File: config.mk
export PLATFORM = sky130hd
export DESIGN_NAME = gpio_grp_port
export DESIGN_NICKNAME = d
export VERILOG_FILES = /design/src/rtl/gpio_grp_pkg.sv /design/src/rtl/gpio_grp_sync.sv /design/src/rtl/gpio_grp_regs.sv /design/src/rtl/gpio_grp_rdmux.sv /design/src/rtl/gpio_grp_port.sv
export SDC_FILE = /design/constraint.sdc
export NUM_CORES = 1
export LEC_CHECK = 0
export BUFFER_PORTS_ARGS = -buffer_cell sky130_fd_sc_hd__buf_2
export CORE_ASPECT_RATIO = 0.8
export CORE_MARGIN = 1
export CORE_UTILIZATION = 41
export DETAILED_ROUTE_END_ITERATION = 12
export PLACE_DENSITY = 0.79
export SLEW_MARGIN = 15
export SYNTH_ARGS = -nofsm -noshare
export SYNTH_HDL_FRONTEND = slang
export SYNTH_SLANG_ARGS = --single-unit
File: constraint.sdc
create_clock -name clk_i -period 1.9 [get_ports clk_i]
set_input_delay 0.57 -clock clk_i [delete_from_list [all_inputs] [get_ports clk_i]]
set_output_delay 0.57 -clock clk_i [all_outputs]
set_load 0.01 [all_outputs]
File: src/rtl/gpio_grp_pkg.sv
`timescale 1ns/1ps
package gpio_grp_pkg;
  localparam int NGRP   = 3;
  localparam int NPIN   = 13;
  localparam int NIN    = 2;
  localparam int IN_PIN = 10;
  localparam int IN_BIT = 18;
  localparam int OUT_PIN = 12;
  localparam int OUT_BIT = 22;
  localparam int NSYNC  = NPIN - 1;  // every line except the output-only one
  localparam int GRP_W   [NGRP] = '{5, 3, 2};
  localparam int GRP_PIN [NGRP] = '{0, 5, 8};
  localparam int GRP_BIT [NGRP] = '{10, 15, 20};

  function automatic int pin_bit(int p);
    for (int g = 0; g < NGRP; g++)
      if (p >= GRP_PIN[g] && p < GRP_PIN[g] + GRP_W[g]) return GRP_BIT[g] + p - GRP_PIN[g];
    if (p >= IN_PIN && p < IN_PIN + NIN) return IN_BIT + p - IN_PIN;
    return OUT_BIT;
  endfunction

  function automatic logic [31:0] data_mask();
    logic [31:0] m = '0;
    for (int p = 0; p < NPIN; p++) m[pin_bit(p)] = 1'b1;
    return m;
  endfunction
endpackage

File: src/rtl/gpio_grp_sync.sv
`timescale 1ns/1ps
module gpio_grp_sync #(
  parameter int W = 12
) (
  input  logic         clk_i,
  input  logic         rst_ni,
  input  logic [W-1:0] d_i,
  output logic [W-1:0] q_o
);
  logic [W-1:0] meta_q;

  always_ff @(posedge clk_i or negedge rst_ni) begin
    if (!rst_ni) begin
      meta_q <= '0;
      q_o    <= '0;
    end else begin
      meta_q <= d_i;
      q_o    <= meta_q;
    end
  end
endmodule

File: src/rtl/gpio_grp_regs.sv
`timescale 1ns/1ps
module gpio_grp_regs
  import gpio_grp_pkg::*;
#(
  parameter int AW     = 4,
  parameter int DW     = 32,
  parameter int A_DATA = 0,
  parameter int A_DIR  = 1
) (
  input  logic            clk_i,
  input  logic            rst_ni,
  input  logic [AW-1:0]   addr_i,
  input  logic [DW-1:0]   wdata_i,
  input  logic            we_i,
  output logic [NPIN-1:0] drv_o,
  output logic [NGRP-1:0] dir_o
);
  logic wr_data, wr_dir;
  logic unused_wdata;

  assign wr_data = we_i && (addr_i == AW'(A_DATA));
  assign wr_dir  = we_i && (addr_i == AW'(A_DIR));
  assign unused_wdata = ^wdata_i;

  for (genvar p = 0; p < NPIN; p++) begin : g_pin
    if (p >= IN_PIN && p < IN_PIN + NIN) begin : g_in_only
      assign drv_o[p] = 1'b0;
    end else begin : g_store
      always_ff @(posedge clk_i or negedge rst_ni) begin
        if (!rst_ni)      drv_o[p] <= 1'b0;
        else if (wr_data) drv_o[p] <= wdata_i[pin_bit(p)];
      end
    end
  end

  always_ff @(posedge clk_i or negedge rst_ni) begin
    if (!rst_ni)     dir_o <= '0;
    else if (wr_dir) dir_o <= wdata_i[NGRP-1:0];
  end
endmodule

File: src/rtl/gpio_grp_rdmux.sv
`timescale 1ns/1ps
module gpio_grp_rdmux
  import gpio_grp_pkg::*;
#(
  parameter int AW     = 4,
  parameter int DW     = 32,
  parameter int A_DATA = 0,
  parameter int A_DIR  = 1
) (
  input  logic [AW-1:0]    addr_i,
  input  logic [NPIN-1:0]  drv_i,
  input  logic [NGRP-1:0]  dir_i,
  input  logic [NSYNC-1:0] sync_i,
  output logic [DW-1:0]    rdata_o
);
  logic unused_drv;
  assign unused_drv = ^drv_i[IN_PIN +: NIN];

  always_comb begin
    rdata_o = '0;
    if (addr_i == AW'(A_DATA)) begin
      for (int g = 0; g < NGRP; g++)
        for (int i = 0; i < GRP_W[g]; i++)
          rdata_o[GRP_BIT[g] + i] = dir_i[g] ? drv_i[GRP_PIN[g] + i] : sync_i[GRP_PIN[g] + i];
      for (int i = 0; i < NIN; i++)
        rdata_o[IN_BIT + i] = sync_i[IN_PIN + i];
      rdata_o[OUT_BIT] = drv_i[OUT_PIN];
    end else if (addr_i == AW'(A_DIR)) begin
      rdata_o[NGRP-1:0] = dir_i;
    end
  end
endmodule

File: src/rtl/gpio_grp_port.sv
`timescale 1ns/1ps
module gpio_grp_port
  import gpio_grp_pkg::*;
#(
  parameter int AW     = 4,
  parameter int DW     = 32,
  parameter int A_DATA = 0,
  parameter int A_DIR  = 1
) (
  input  logic             clk_i,
  input  logic             rst_ni,
  input  logic [AW-1:0]    addr_i,
  input  logic [DW-1:0]    wdata_i,
  input  logic             we_i,
  output logic [DW-1:0]    rdata_o,
  input  logic [NSYNC-1:0] pad_i,
  output logic [NPIN-1:0]  pad_o,
  output logic [NGRP-1:0]  grp_oe_o
);
  logic [NPIN-1:0]  drv;
  logic [NGRP-1:0]  dir;
  logic [NSYNC-1:0] pin_sync;

  gpio_grp_regs #(.AW(AW), .DW(DW), .A_DATA(A_DATA), .A_DIR(A_DIR)) u_regs (
    .clk_i, .rst_ni, .addr_i, .wdata_i, .we_i, .drv_o(drv), .dir_o(dir)
  );

  gpio_grp_sync #(.W(NSYNC)) u_sync (
    .clk_i, .rst_ni, .d_i(pad_i), .q_o(pin_sync)
  );

  gpio_grp_rdmux #(.AW(AW), .DW(DW), .A_DATA(A_DATA), .A_DIR(A_DIR)) u_rdmux (
    .addr_i, .drv_i(drv), .dir_i(dir), .sync_i(pin_sync), .rdata_o
  );

  assign pad_o    = drv;
  assign grp_oe_o = dir;
endmodule

==> summary.md <==
| Metric | Value |
|---|---|
| Drt pass-1 iters | 3 |
| Dpl hpwl | 1992 microns |
| # rows | 19 |
| Clock transition at the registers of the reported paths | 70 ps |
| Critical Path RT | 1330 ps |
| Violated checks | negative setup slack |
| Static Leak | 0.001098 uW |
| Sw Ratio | 26.56% |
| Layout cells sized above 1 | 61.20% |
| Synth top area cells | dfrtp_1, mux2_4, buf_4 |
| WL/cell | 12.51 microns |
| Core ar. | 0.003495 sq mm |
| Die footprint | 0.003988 sq mm |
| DP Worst Slack | -195.2 ps |
| Post-route ant nets | 0 |
| Final setup margin | -67.56 ps |
| Hold slack | 328.0 ps |
| Final nets | 233 |
| DR DRC count | 0 |
| HP Class | in2async |
| Root buf cell | clkbuf_8 |
| Setup slack, reg-to-reg | 1020 ps |
| R2R Path End | u_regs.dir_o[0] |
| Synthesized cell area | 0.001533 sq mm |
| Layout Cell Area excl Fill | 0.002132 sq mm |
| Share of the synthesized area in the top cell type | 62.04% |
| Max-cap violations | 0 |
| Kind of critical path | in2out |
| Sequential power share | 51.4% |
| Reg-to-reg startpoint | u_regs.dir_o[0] |
| Crit start category | input pin |
| Initial Util | 43.86% |
| Num CTS Buffers | 5 |
| Crit path DAT | 1400 ps |
| CTS Sinks | 38 |
| Crit. End Element | primary output |
| Most frequent cells in the layout | buf_2, dfrtp_1, conb_1, buf_6 |
| Power per cell area | 904.0 mW/mm^2 |
| Commonest non-fill, non-tap cell in the layout | buf_2 |
| Final Slew Violations | 0 |
| Dpl cell area | 0.001864 sq mm |
| Combinational cell fraction of total power | 20.3% |
| GR Overflow Total | 0 |
| Ports | 99 |
| Final worst path period share | 103.6% |
| Fmax | 0.5082 GHz |
| Hold_buf cts | 0 |
| Initial antenna violation count | 0 |
| Tmin final | 1968 ps |
| I/O Buffers | 62 |
| Largest fanout on the critical path | 3 |
| First-pass GRT wire length | 4402 microns |
| Clock power frac | 28.3% |
| Longest Clk Path Bufs | 2 |
| Clock skew | 0.8321 ps |
| Overall routing resource usage | 15.04% |
| Vias | 992 |
| H-tree levels | 2 |
| Cell taking the most area after synthesis | dfrtp_1 |
| Reg2reg path depth | 1 |
| Die width | 70.36 microns |
| Vias in the first global route | 971 |
| Pin count of the biggest net entering global routing | 39 |
| RSZ-0062 raised after global routing | true |
| VDD IR max | 611.1 uV |
| Final RePlAce weighted congestion | 0.6257 |
| Synthesis-stage register bit count | 38 |
| Diode count | 0 |
| Gate count of the mapped netlist | 108 |
| CTS tree | built |
| Routed wire length | 2815 microns |
| Synth warnings | 0 |
| Unique cell type count in the Yosys netlist | 15 |
| Total net switching power | 512.0 uW |
| Seq/Total Area, Yosys | 62.04% |
| Detailed Route Iter0 Violations | 17 |
| Outcome | finished with violations |
| Worst-Skew Late Latency | 280 ps |
| Setup violations, final | 16 |
| Final Hold Viols | 0 |
| Syn Area/Cell | 14.19 sq um |
| Area grow syn2layout | 39.10% |
| Drt via density | 4.409 |
| Int Power | 1415 uW |
| Die Y | 56.69 microns |
==> cells by family (layout without fill, tap and decap cells) <==
kind of cell | Yosys count | in the layout | synth area share [%]
DFF | 38 | 38 | 62.04
muxes | 24 | 24 | 19.27
buffers and inverters | 24 | 81 | 11.02
and+or+nand+nor | 21 | 22 | 7.429
other | 1 | 18 | 0.2447
==> state kept, by name (all words and copies together) (netlist names) <==
signal	count
u_regs.dir_o	3
u_sync.meta_q	12
u_sync.q_o	12
u_regs.drv_o	11
==> power by group through the flow <==
stage	Combinational [uW]	Sequential (uW)	Clock [uW]
4_1_cts	378	993	563
3_3_place_gp	344	1000	0
3_5_place_dp	352	1010	0
5_1_grt	420	1010	600
6_report	391	991	546
2_1_floorplan	210	1010	0
==> worst max-delay path, stage by stage <==
cell and delay, ps:
buf_8 100, nor3_4 210, buf_6 150, buf_6 90, and3_4 180, buf_6 90
==> final cells by class <==
type	count	area (sq um)
Clock buffer	7	86.33
Clock inverter	1	5.005
Fill cell	289	1363
Inverter	3	11.26
Multi-Input combinational cell	64	570.5
Sequential cell	38	952.2
Tap cell	42	52.55
Timing Repair Buffer	70	454.2
==> worst max path at each step <==
stage	start	end	slack [ps]	depth (start not counted)
final	addr_i[3]	rdata_o[2]	-70	6
after global routing	addr_i[3]	rdata_o[19]	-120	6
after global placement	addr_i[1]	rdata_o[16]	-130	5
after CTS	addr_i[2]	rdata_o[22]	-60	6
after floorplan	addr_i[1]	rdata_o[13]	90	4
after detailed placement	addr_i[1]	rdata_o[14]	-200	5
==> synth_stat cells, drive strengths merged <==
library cell / n
inv: 3
nand2b: 1
conb: 1
nor2: 14
and4bb: 1
clkbuf: 1
buf: 20
mux2i: 10
nor3: 1
nand4b: 1
mux2: 14
dfrtp: 38
and3: 3
==> through the flow <==
step                instances  utilization, %  TNS [ps]  total power (uW)
floorplan                 125               -         0              1222
finish                    225           61.01    -697.7              1927
CTS                       225           59.33    -332.9              1934
detailed placement        214           53.35     -2183              1358
global route              225           61.01     -1461              2027
global placement          214           53.35     -1442              1346
==> layer usage <==
metal	share of wire, %	GRT usage, %	up-vias
li1	-	-	466
met5	0	0	-
met2	47	23.81	62
met1	44	19.64	459
met3	7.7	4.129	5
met4	1.3	6.000	0
==> timing repair <==
item | in CTS | in global routing
setup endpoints to repair | 16 | 16
gates cloned | 1 | 0
gates resized for setup | 24 | 15
pin swaps | 9 | 6
hold endpoints to repair | 0 | 0
setup buffers | 2 | 0
No activity file was read; power rests on OpenSTA's default activity.
